===== src/rtl/ppide_pkg.sv =====
package ppide_pkg;

   typedef enum logic [1:0] {
      OP_READ       = 2'b00,
      OP_WRITE      = 2'b01,
      OP_CONNECT    = 2'b10,
      OP_DISCONNECT = 2'b11
   } op_e;

   // What a step does to the port, and whether status is captured at its end
   typedef enum logic [1:0] {
      ST_CTRL    = 2'b00,
      ST_DATA    = 2'b01,
      ST_CTRL_LO = 2'b10,
      ST_CTRL_HI = 2'b11
   } step_kind_e;

   typedef struct packed {
      step_kind_e kind;
      logic [7:0] val;
      logic       last;
   } step_t;

   // Address strobe pattern shared by read, write and disconnect
   function automatic logic [3:0] strobe_ctl(input logic [3:0] pos);
      case (pos)
         4'd0:    strobe_ctl = 4'hC;
         4'd1:    strobe_ctl = 4'hE;
         4'd2:    strobe_ctl = 4'hE;
         4'd3:    strobe_ctl = 4'hC;
         default: strobe_ctl = 4'h4;
      endcase
   endfunction

endpackage


===== src/rtl/ppide_step_gen.sv =====
module ppide_step_gen
   import ppide_pkg::*;
#(
   parameter int          IDX_W      = 3,
   parameter logic [7:0]  BANK0_BASE = 8'h08,
   parameter logic [7:0]  BANK1_BASE = 8'h10,
   parameter logic [7:0]  DISC_ADDR  = 8'h20
) (
   input  op_e              op,
   input  logic             bank,
   input  logic [IDX_W-1:0] idx,
   input  logic [3:0]       seq,
   input  logic [7:0]       wval,
   input  logic [7:0]       sv_data,
   input  logic [3:0]       sv_ctrl,
   output step_t            step
);

   localparam int PAD_W = 8 - IDX_W;

   logic [7:0] addr;
   logic [3:0] pat_pos;

   assign addr    = (bank ? BANK1_BASE : BANK0_BASE) + {{PAD_W{1'b0}}, idx};
   assign pat_pos = seq - 4'd2;

   always_comb begin
      step = '{kind: ST_CTRL, val: 8'h04, last: 1'b0};
      if (op == OP_CONNECT) begin
         step.last = 1'b1;
      end else if (seq == 4'd0) begin
         step.val = 8'h04;
      end else if (seq == 4'd1) begin
         step.kind = ST_DATA;
         step.val  = (op == OP_DISCONNECT) ? DISC_ADDR : addr;
      end else if (seq <= 4'd8) begin
         step.val = {4'h0, strobe_ctl(pat_pos)};
      end else begin
         case (op)
            OP_READ: begin
               case (seq)
                  4'd9:    step = '{kind: ST_CTRL_LO, val: 8'h06, last: 1'b0};
                  4'd10:   step = '{kind: ST_CTRL_HI, val: 8'h04, last: 1'b0};
                  default: step = '{kind: ST_CTRL,    val: 8'h04, last: 1'b1};
               endcase
            end
            OP_WRITE: begin
               case (seq)
                  4'd9:    step = '{kind: ST_DATA, val: wval,  last: 1'b0};
                  4'd10:   step = '{kind: ST_CTRL, val: 8'h05, last: 1'b0};
                  4'd11:   step = '{kind: ST_CTRL, val: 8'h07, last: 1'b0};
                  4'd12:   step = '{kind: ST_CTRL, val: 8'h05, last: 1'b0};
                  default: step = '{kind: ST_CTRL, val: 8'h04, last: 1'b1};
               endcase
            end
            default: begin
               if (seq == 4'd9) step = '{kind: ST_DATA, val: sv_data, last: 1'b0};
               else             step = '{kind: ST_CTRL, val: {4'h0, sv_ctrl}, last: 1'b1};
            end
         endcase
      end
   end

endmodule


===== src/rtl/ppide_hold_timer.sv =====
module ppide_hold_timer #(
   parameter int HOLD_W = 4
) (
   input  logic              clk,
   input  logic              rst_n,
   input  logic              load,
   input  logic              run,
   input  logic [HOLD_W-1:0] hold_in,
   output logic              tick
);

   localparam logic [HOLD_W-1:0] ONE = {{(HOLD_W-1){1'b0}}, 1'b1};

   logic [HOLD_W-1:0] hold_q;
   logic [HOLD_W-1:0] cnt_q;

   assign tick = run && (cnt_q == hold_q - ONE);

   always_ff @(posedge clk) begin
      if (!rst_n) begin
         hold_q <= ONE;
         cnt_q  <= '0;
      end else if (load) begin
         hold_q <= (hold_in == '0) ? ONE : hold_in;
         cnt_q  <= '0;
      end else if (run) begin
         cnt_q  <= tick ? '0 : cnt_q + ONE;
      end
   end

   // the hold counter never passes the captured hold length
   a_r8_count_in_range: assert property (@(posedge clk) disable iff (!rst_n)
      cnt_q < hold_q);

endmodule


===== src/rtl/ppide_nibble_join.sv =====
module ppide_nibble_join #(
   parameter int NIB_W = 4
) (
   input  logic [NIB_W-1:0]   lo_nib,
   input  logic [NIB_W-1:0]   hi_nib,
   output logic [2*NIB_W-1:0] byte_out
);

   for (genvar i = 0; i < NIB_W; i++) begin : g_bit
      assign byte_out[i]         = lo_nib[i];
      assign byte_out[NIB_W + i] = hi_nib[i];
   end

endmodule


===== src/rtl/ppide_reg_seq.sv =====
module ppide_reg_seq
   import ppide_pkg::*;
#(
   parameter int          IDX_W      = 3,
   parameter int          HOLD_W     = 4,
   parameter logic [7:0]  RST_DATA   = 8'h00,
   parameter logic [3:0]  RST_CTRL   = 4'hC,
   parameter logic [7:0]  BANK0_BASE = 8'h08,
   parameter logic [7:0]  BANK1_BASE = 8'h10,
   parameter logic [7:0]  DISC_ADDR  = 8'h20
) (
   input  logic              clk,
   input  logic              rst_n,
   input  logic              req_start,
   input  logic [1:0]        req_op,
   input  logic              req_bank,
   input  logic [IDX_W-1:0]  req_idx,
   input  logic [7:0]        req_wdata,
   input  logic [HOLD_W-1:0] step_hold,
   output logic [7:0]        pp_data,
   output logic [3:0]        pp_ctrl,
   input  logic [3:0]        pp_status,
   output logic              rsp_done,
   output logic [7:0]        rsp_rdata
);

   if (IDX_W < 1 || IDX_W > 3) begin : g_bad_idx
      $error("ppide_reg_seq: IDX_W must lie in 1..3");
   end
   if (HOLD_W < 1 || HOLD_W > 16) begin : g_bad_hold
      $error("ppide_reg_seq: HOLD_W must lie in 1..16");
   end

   logic             busy_q;
   op_e              op_q;
   logic             bank_q;
   logic [IDX_W-1:0] idx_q;
   logic [7:0]       wdata_q;
   logic [3:0]       seq_q;
   step_kind_e       kind_q;
   logic             last_q;
   logic [7:0]       pd_q, sv_data_q;
   logic [3:0]       pc_q, sv_ctrl_q;
   logic [3:0]       lo_q, hi_q;
   logic [7:0]       rdata_q;
   logic             done_q;

   logic             accept, tick;
   op_e              g_op;
   logic             g_bank;
   logic [IDX_W-1:0] g_idx;
   logic [7:0]       g_wval;
   logic [3:0]       g_seq;
   step_t            nstep;
   logic [7:0]       joined;

   assign accept = req_start && !busy_q;

   // Idle: look at the incoming request; busy: look at the latched one
   assign g_op   = busy_q ? op_q    : op_e'(req_op);
   assign g_bank = busy_q ? bank_q  : req_bank;
   assign g_idx  = busy_q ? idx_q   : req_idx;
   assign g_wval = busy_q ? wdata_q : req_wdata;
   assign g_seq  = busy_q ? seq_q + 4'd1 : 4'd0;

   ppide_step_gen #(
      .IDX_W(IDX_W), .BANK0_BASE(BANK0_BASE),
      .BANK1_BASE(BANK1_BASE), .DISC_ADDR(DISC_ADDR)
   ) u_step_gen (
      .op(g_op), .bank(g_bank), .idx(g_idx), .seq(g_seq), .wval(g_wval),
      .sv_data(sv_data_q), .sv_ctrl(sv_ctrl_q), .step(nstep)
   );

   ppide_hold_timer #(.HOLD_W(HOLD_W)) u_timer (
      .clk(clk), .rst_n(rst_n), .load(accept), .run(busy_q),
      .hold_in(step_hold), .tick(tick)
   );

   ppide_nibble_join #(.NIB_W(4)) u_join (
      .lo_nib(lo_q), .hi_nib(hi_q), .byte_out(joined)
   );

   always_ff @(posedge clk) begin
      if (!rst_n) begin
         busy_q    <= 1'b0;
         op_q      <= OP_READ;
         bank_q    <= 1'b0;
         idx_q     <= '0;
         wdata_q   <= '0;
         seq_q     <= '0;
         kind_q    <= ST_CTRL;
         last_q    <= 1'b0;
         pd_q      <= RST_DATA;
         pc_q      <= RST_CTRL;
         sv_data_q <= RST_DATA;
         sv_ctrl_q <= RST_CTRL;
         lo_q      <= '0;
         hi_q      <= '0;
         rdata_q   <= '0;
         done_q    <= 1'b0;
      end else begin
         done_q <= 1'b0;
         if (accept) begin
            busy_q  <= 1'b1;
            op_q    <= op_e'(req_op);
            bank_q  <= req_bank;
            idx_q   <= req_idx;
            wdata_q <= req_wdata;
            seq_q   <= '0;
            kind_q  <= nstep.kind;
            last_q  <= nstep.last;
            if (op_e'(req_op) == OP_CONNECT) begin
               sv_data_q <= pd_q;
               sv_ctrl_q <= pc_q;
            end
            if (nstep.kind == ST_DATA) pd_q <= nstep.val;
            else                       pc_q <= nstep.val[3:0];
         end else if (busy_q && tick) begin
            if (kind_q == ST_CTRL_LO) lo_q <= pp_status;
            if (kind_q == ST_CTRL_HI) hi_q <= pp_status;
            if (last_q) begin
               busy_q <= 1'b0;
               done_q <= 1'b1;
               if (op_q == OP_READ) rdata_q <= joined;
            end else begin
               seq_q  <= seq_q + 4'd1;
               kind_q <= nstep.kind;
               last_q <= nstep.last;
               if (nstep.kind == ST_DATA) pd_q <= nstep.val;
               else                       pc_q <= nstep.val[3:0];
            end
         end
      end
   end

   assign pp_data   = pd_q;
   assign pp_ctrl   = pc_q;
   assign rsp_done  = done_q;
   assign rsp_rdata = rdata_q;

   // done is a single-cycle pulse
   a_r10_done_pulse: assert property (@(posedge clk) disable iff (!rst_n)
      done_q |=> !done_q);

   // quiet while idle and not started
   a_r10_idle_quiet: assert property (@(posedge clk) disable iff (!rst_n)
      (!busy_q && !req_start) |=> ($stable(pd_q) && $stable(pc_q) && !done_q));

   // port lines only move when a step's hold runs out
   a_r8_step_hold: assert property (@(posedge clk) disable iff (!rst_n)
      (busy_q && !tick) |=> ($stable(pd_q) && $stable(pc_q)));

   // a start while busy does not move or restart the step index
   a_r9_start_ignored: assert property (@(posedge clk) disable iff (!rst_n)
      (busy_q && req_start && !tick) |=> ($stable(seq_q) && busy_q));

   // a read finishes with control at 0x4
   a_r3_read_end_ctrl: assert property (@(posedge clk) disable iff (!rst_n)
      (done_q && op_q == OP_READ) |-> (pc_q == 4'h4));

   // a disconnect finishes with recorded lines restored
   a_r7_restore: assert property (@(posedge clk) disable iff (!rst_n)
      (done_q && op_q == OP_DISCONNECT) |-> (pd_q == sv_data_q && pc_q == sv_ctrl_q));

endmodule


===== config.mk =====
export PLATFORM = sky130hd
export DESIGN_NAME = ppide_reg_seq
export DESIGN_NICKNAME = d
export VERILOG_FILES = /design/src/rtl/ppide_pkg.sv /design/src/rtl/ppide_step_gen.sv /design/src/rtl/ppide_hold_timer.sv /design/src/rtl/ppide_nibble_join.sv /design/src/rtl/ppide_reg_seq.sv
export SDC_FILE = /design/constraint.sdc
export NUM_CORES = 1
export LEC_CHECK = 0
export ABC_AREA = 1
export BUFFER_PORTS_ARGS = -buffer_cell sky130_fd_sc_hd__buf_2
export CAP_MARGIN = 10
export CORE_MARGIN = 8
export CORE_UTILIZATION = 57
export DETAILED_ROUTE_END_ITERATION = 6
export PLACE_DENSITY = 0.78
export SYNTH_ARGS = -nofsm -noshare
export SYNTH_HDL_FRONTEND = slang
export SYNTH_HIERARCHICAL = 1
export SYNTH_SLANG_ARGS = --single-unit

===== constraint.sdc =====
create_clock -name clk -period 3.2 [get_ports clk]
set_input_delay 0.32 -clock clk [delete_from_list [all_inputs] [get_ports clk]]
set_output_delay 0.32 -clock clk [all_outputs]
set_load 0.01 [all_outputs]

==> reports/results.txt <==
# diodes = 0
Cells after DPL = 675
Worst path cell trace = ha_1 > xnor2_1 > nor2_1 > nor2_4 > nand3_1 > o211ai_1 > nand2_1 > inv_1 > inv_1 > nor2_2 > inv_1 > a21oi_1 > nor2_1
IO Port Bufs = 45
Clk_skew = 0.008740 ns
# DRC = 0
Setup Buffers After CTS = 0
CTS tree = yes
Power Total = 1921 uW
Post_cts resized = 0
CP Data Required Time = 3.44 ns
Largest net degree at the start of global routing = 48
Slew HR = 45.91%
EDFF count, synth = 0
Post-route minimum period = 2.671 ns
Final WL = 8.760 mm
Sequential area share after synthesis = 37.02%
Grt ovf = 0
Crit path buffers/inverters = 3
Routed len/inst = 12.68 um
Die Ht = 98.08 um
Worst-skew pair later-pin latency = 0.34 ns
Max FO, Critical Path = 10
Cells after Synth = 573
I/O pin count = 46
Worst path slowest cell = dfxtp_1
HPWL after DPL = 6.673 mm
Cell family with most CP delay = simple AND/OR/NAND/NOR gates
Final Cycle Share = 83.46%
Yosys warns = 6
Vias/cell = 5.143
Cell Pwr Density = 459.8 nW/um^2
Most Frequent Cell on Critical Path = inv_1
Synthesized area = 3840 um^2
CTS Buf Count = 9
Post-DRT Antenna Nets = 0
Proportion of layout cells with a drive suffix above 1 = 16.37%
Gr usage total = 18.77%
CP max stage delay = 0.37 ns
Area contributors post-synth = dfxtp_1, nand2_1, nand3_1
Synth Flop Type = dfxtp_1
Pre-CTS setup slack = 0.5582 ns
First-pass GRT wire length = 15.03 mm
Arrival time at the worst endpoint = 2.91 ns
Sink Count = 71
Unique masters post-synth = 39
Die ar. = 9619 um^2
Clk root buf = clkbuf_8
Number of max-cap violations = 0
Max clock buf depth = 2
Clock transition at path regs = 0.08 ns
H-tree depth = 3
Most frequent cell after synthesis = nand2_1
CP Capture Type = flip-flop
Vias in the first global route = 3404
Core Rows = 30
Critical path type = flip-flop to flip-flop
Iter 0 DRT Violations = 134
Syn avg cell area = 6.701 um^2
VDD IR-drop max = 0.3522 mV
Hold buffer count at cts = 0
Final setup viols = 0
Final #Nets = 635
Mapped Nets = 602
Worst-margin pin slew = 0.8114 ns
Initial core utilization = 57.80%
Asr flop ratio synth = 0%
Setup TNS = 0 ns
Vias = 3554
Initial DRT Pass Iterations = 4
Die X = 98.08 um
GPL Wtd Cong = 0.8891
Hold Path Class = input pin to flip-flop
Worst hold slack = 0.2171 ns
Synth top area share = 37.02%
Leak pwr = 0.001917 uW
Top post-synthesis cells by count = nand2_1, nor2_1, inv_1
FF+latch count, synth = 71
CP Launch Type = flip-flop
Layout area overhead = 8.798%
Status = complete, no violations
Final Hold Vio Count = 0
Leading area contributor after synthesis = dfxtp_1
Max Clock Freq = 374.4 MHz
Core area = 6644 um^2
Setup ws final = 0.5293 ns
Final Slew Violations = 0
Final std cells w/o fill = 691
RSZ-0062 raised after global routing = no
Initial antenna violation count = 0
## through the flow
| step | instance area, um^2 | utilization, % |
|---|---|---|
| finish | 4178 | 62.88 |
| global route | 4178 | 62.88 |
| CTS | 4178 | 62.88 |
| detailed placement | 3988 | 60.02 |
| global placement | 3988 | 60.02 |
| floorplan | 3840 | - |
## layout by cell type, fill, tap and decap left out, drive strengths merged, types with 11 or more instances in the layout
cell,count
nand2,119
o21ai,63
buf,49
nand3,66
nor2,87
inv,88
clkbuf,11
a21oi,29
dfxtp,71
## cell type report
cell class | count | area (um^2)
multi-input combinational | 387 | 1877
tap | 80 | 100.1
clock buffer | 11 | 151.4
fill | 636 | 2466
inverter | 88 | 334.1
timing repair buffer | 49 | 255.2
sequential | 71 | 1421
clock inverter | 5 | 38.79
## worst min-delay path, delay by kind of cell
| family | cells | cell delay, ns |
|---|---|---|
| and+or+nand+nor | 1 | 0.06 |
| AOI/OAI and AO/OA | 1 | 0.06 |
| buffers and inverters | 1 | 0.09 |
## final timing paths
| check | startpoint | end | slack (ns) | cells after the start |
|---|---|---|---|---|
| setup reg to reg | seq_q[0] | pp_ctrl[1] | 0.53 | 13 |
| setup / recovery | seq_q[0] | pp_ctrl[1] | 0.53 | 13 |
| hold / removal | req_idx[0] | idx_q[0] | 0.22 | 3 |
| hold reg to reg | idx_q[1] | idx_q[1] | 0.48 | 2 |
## state kept, by name, summed over array words and instances, names as in the netlist
| signal | flops |
|---|---|
| seq_q | 4 |
| sv_ctrl_q | 4 |
| busy_q | 1 |
| u_timer/cnt_q | 4 |
| kind_q | 2 |
| pp_ctrl | 4 |
| rsp_rdata | 8 |
| u_timer/hold_q | 4 |
| hi_q | 4 |
| sv_data_q | 8 |
| bank_q | 1 |
| pp_data | 8 |
| rsp_done | 1 |
| lo_q | 4 |
| op_q | 2 |
| wdata_q | 8 |
| idx_q | 3 |
| last_q | 1 |
## per-layer routing
metal	GRT usage, %	vias up	wire length [um]
met5	0	-	0
met3	4.410	20	289
met1	20.94	1607	3877
li1	-	1875	-
met4	8.393	0	213
met2	33.09	52	4380
## where the power goes
group | switching, uW | leakage [uW] | total, uW | internal [uW]
Clock | 354 | 0.0000967 | 685 | 331
Combinational | 190 | 0.00124 | 288 | 97.8
Sequential | 25.7 | 0.000579 | 948 | 922
Total | 570 | 0.00192 | 1920 | 1350
## cell families after synthesis
| logic type | share of synthesized area (%) |
|---|---|
| AND/OR/NAND/NOR | 33.99 |
| flip-flops | 37.02 |
| adder cells (fa/ha/maj) | 1.303 |
| AO/OA/AOI/OAI | 13.36 |
| buffers and inverters | 14.11 |
| XOR/XNOR | 0.2281 |
(Power assumes the default switching activity.)
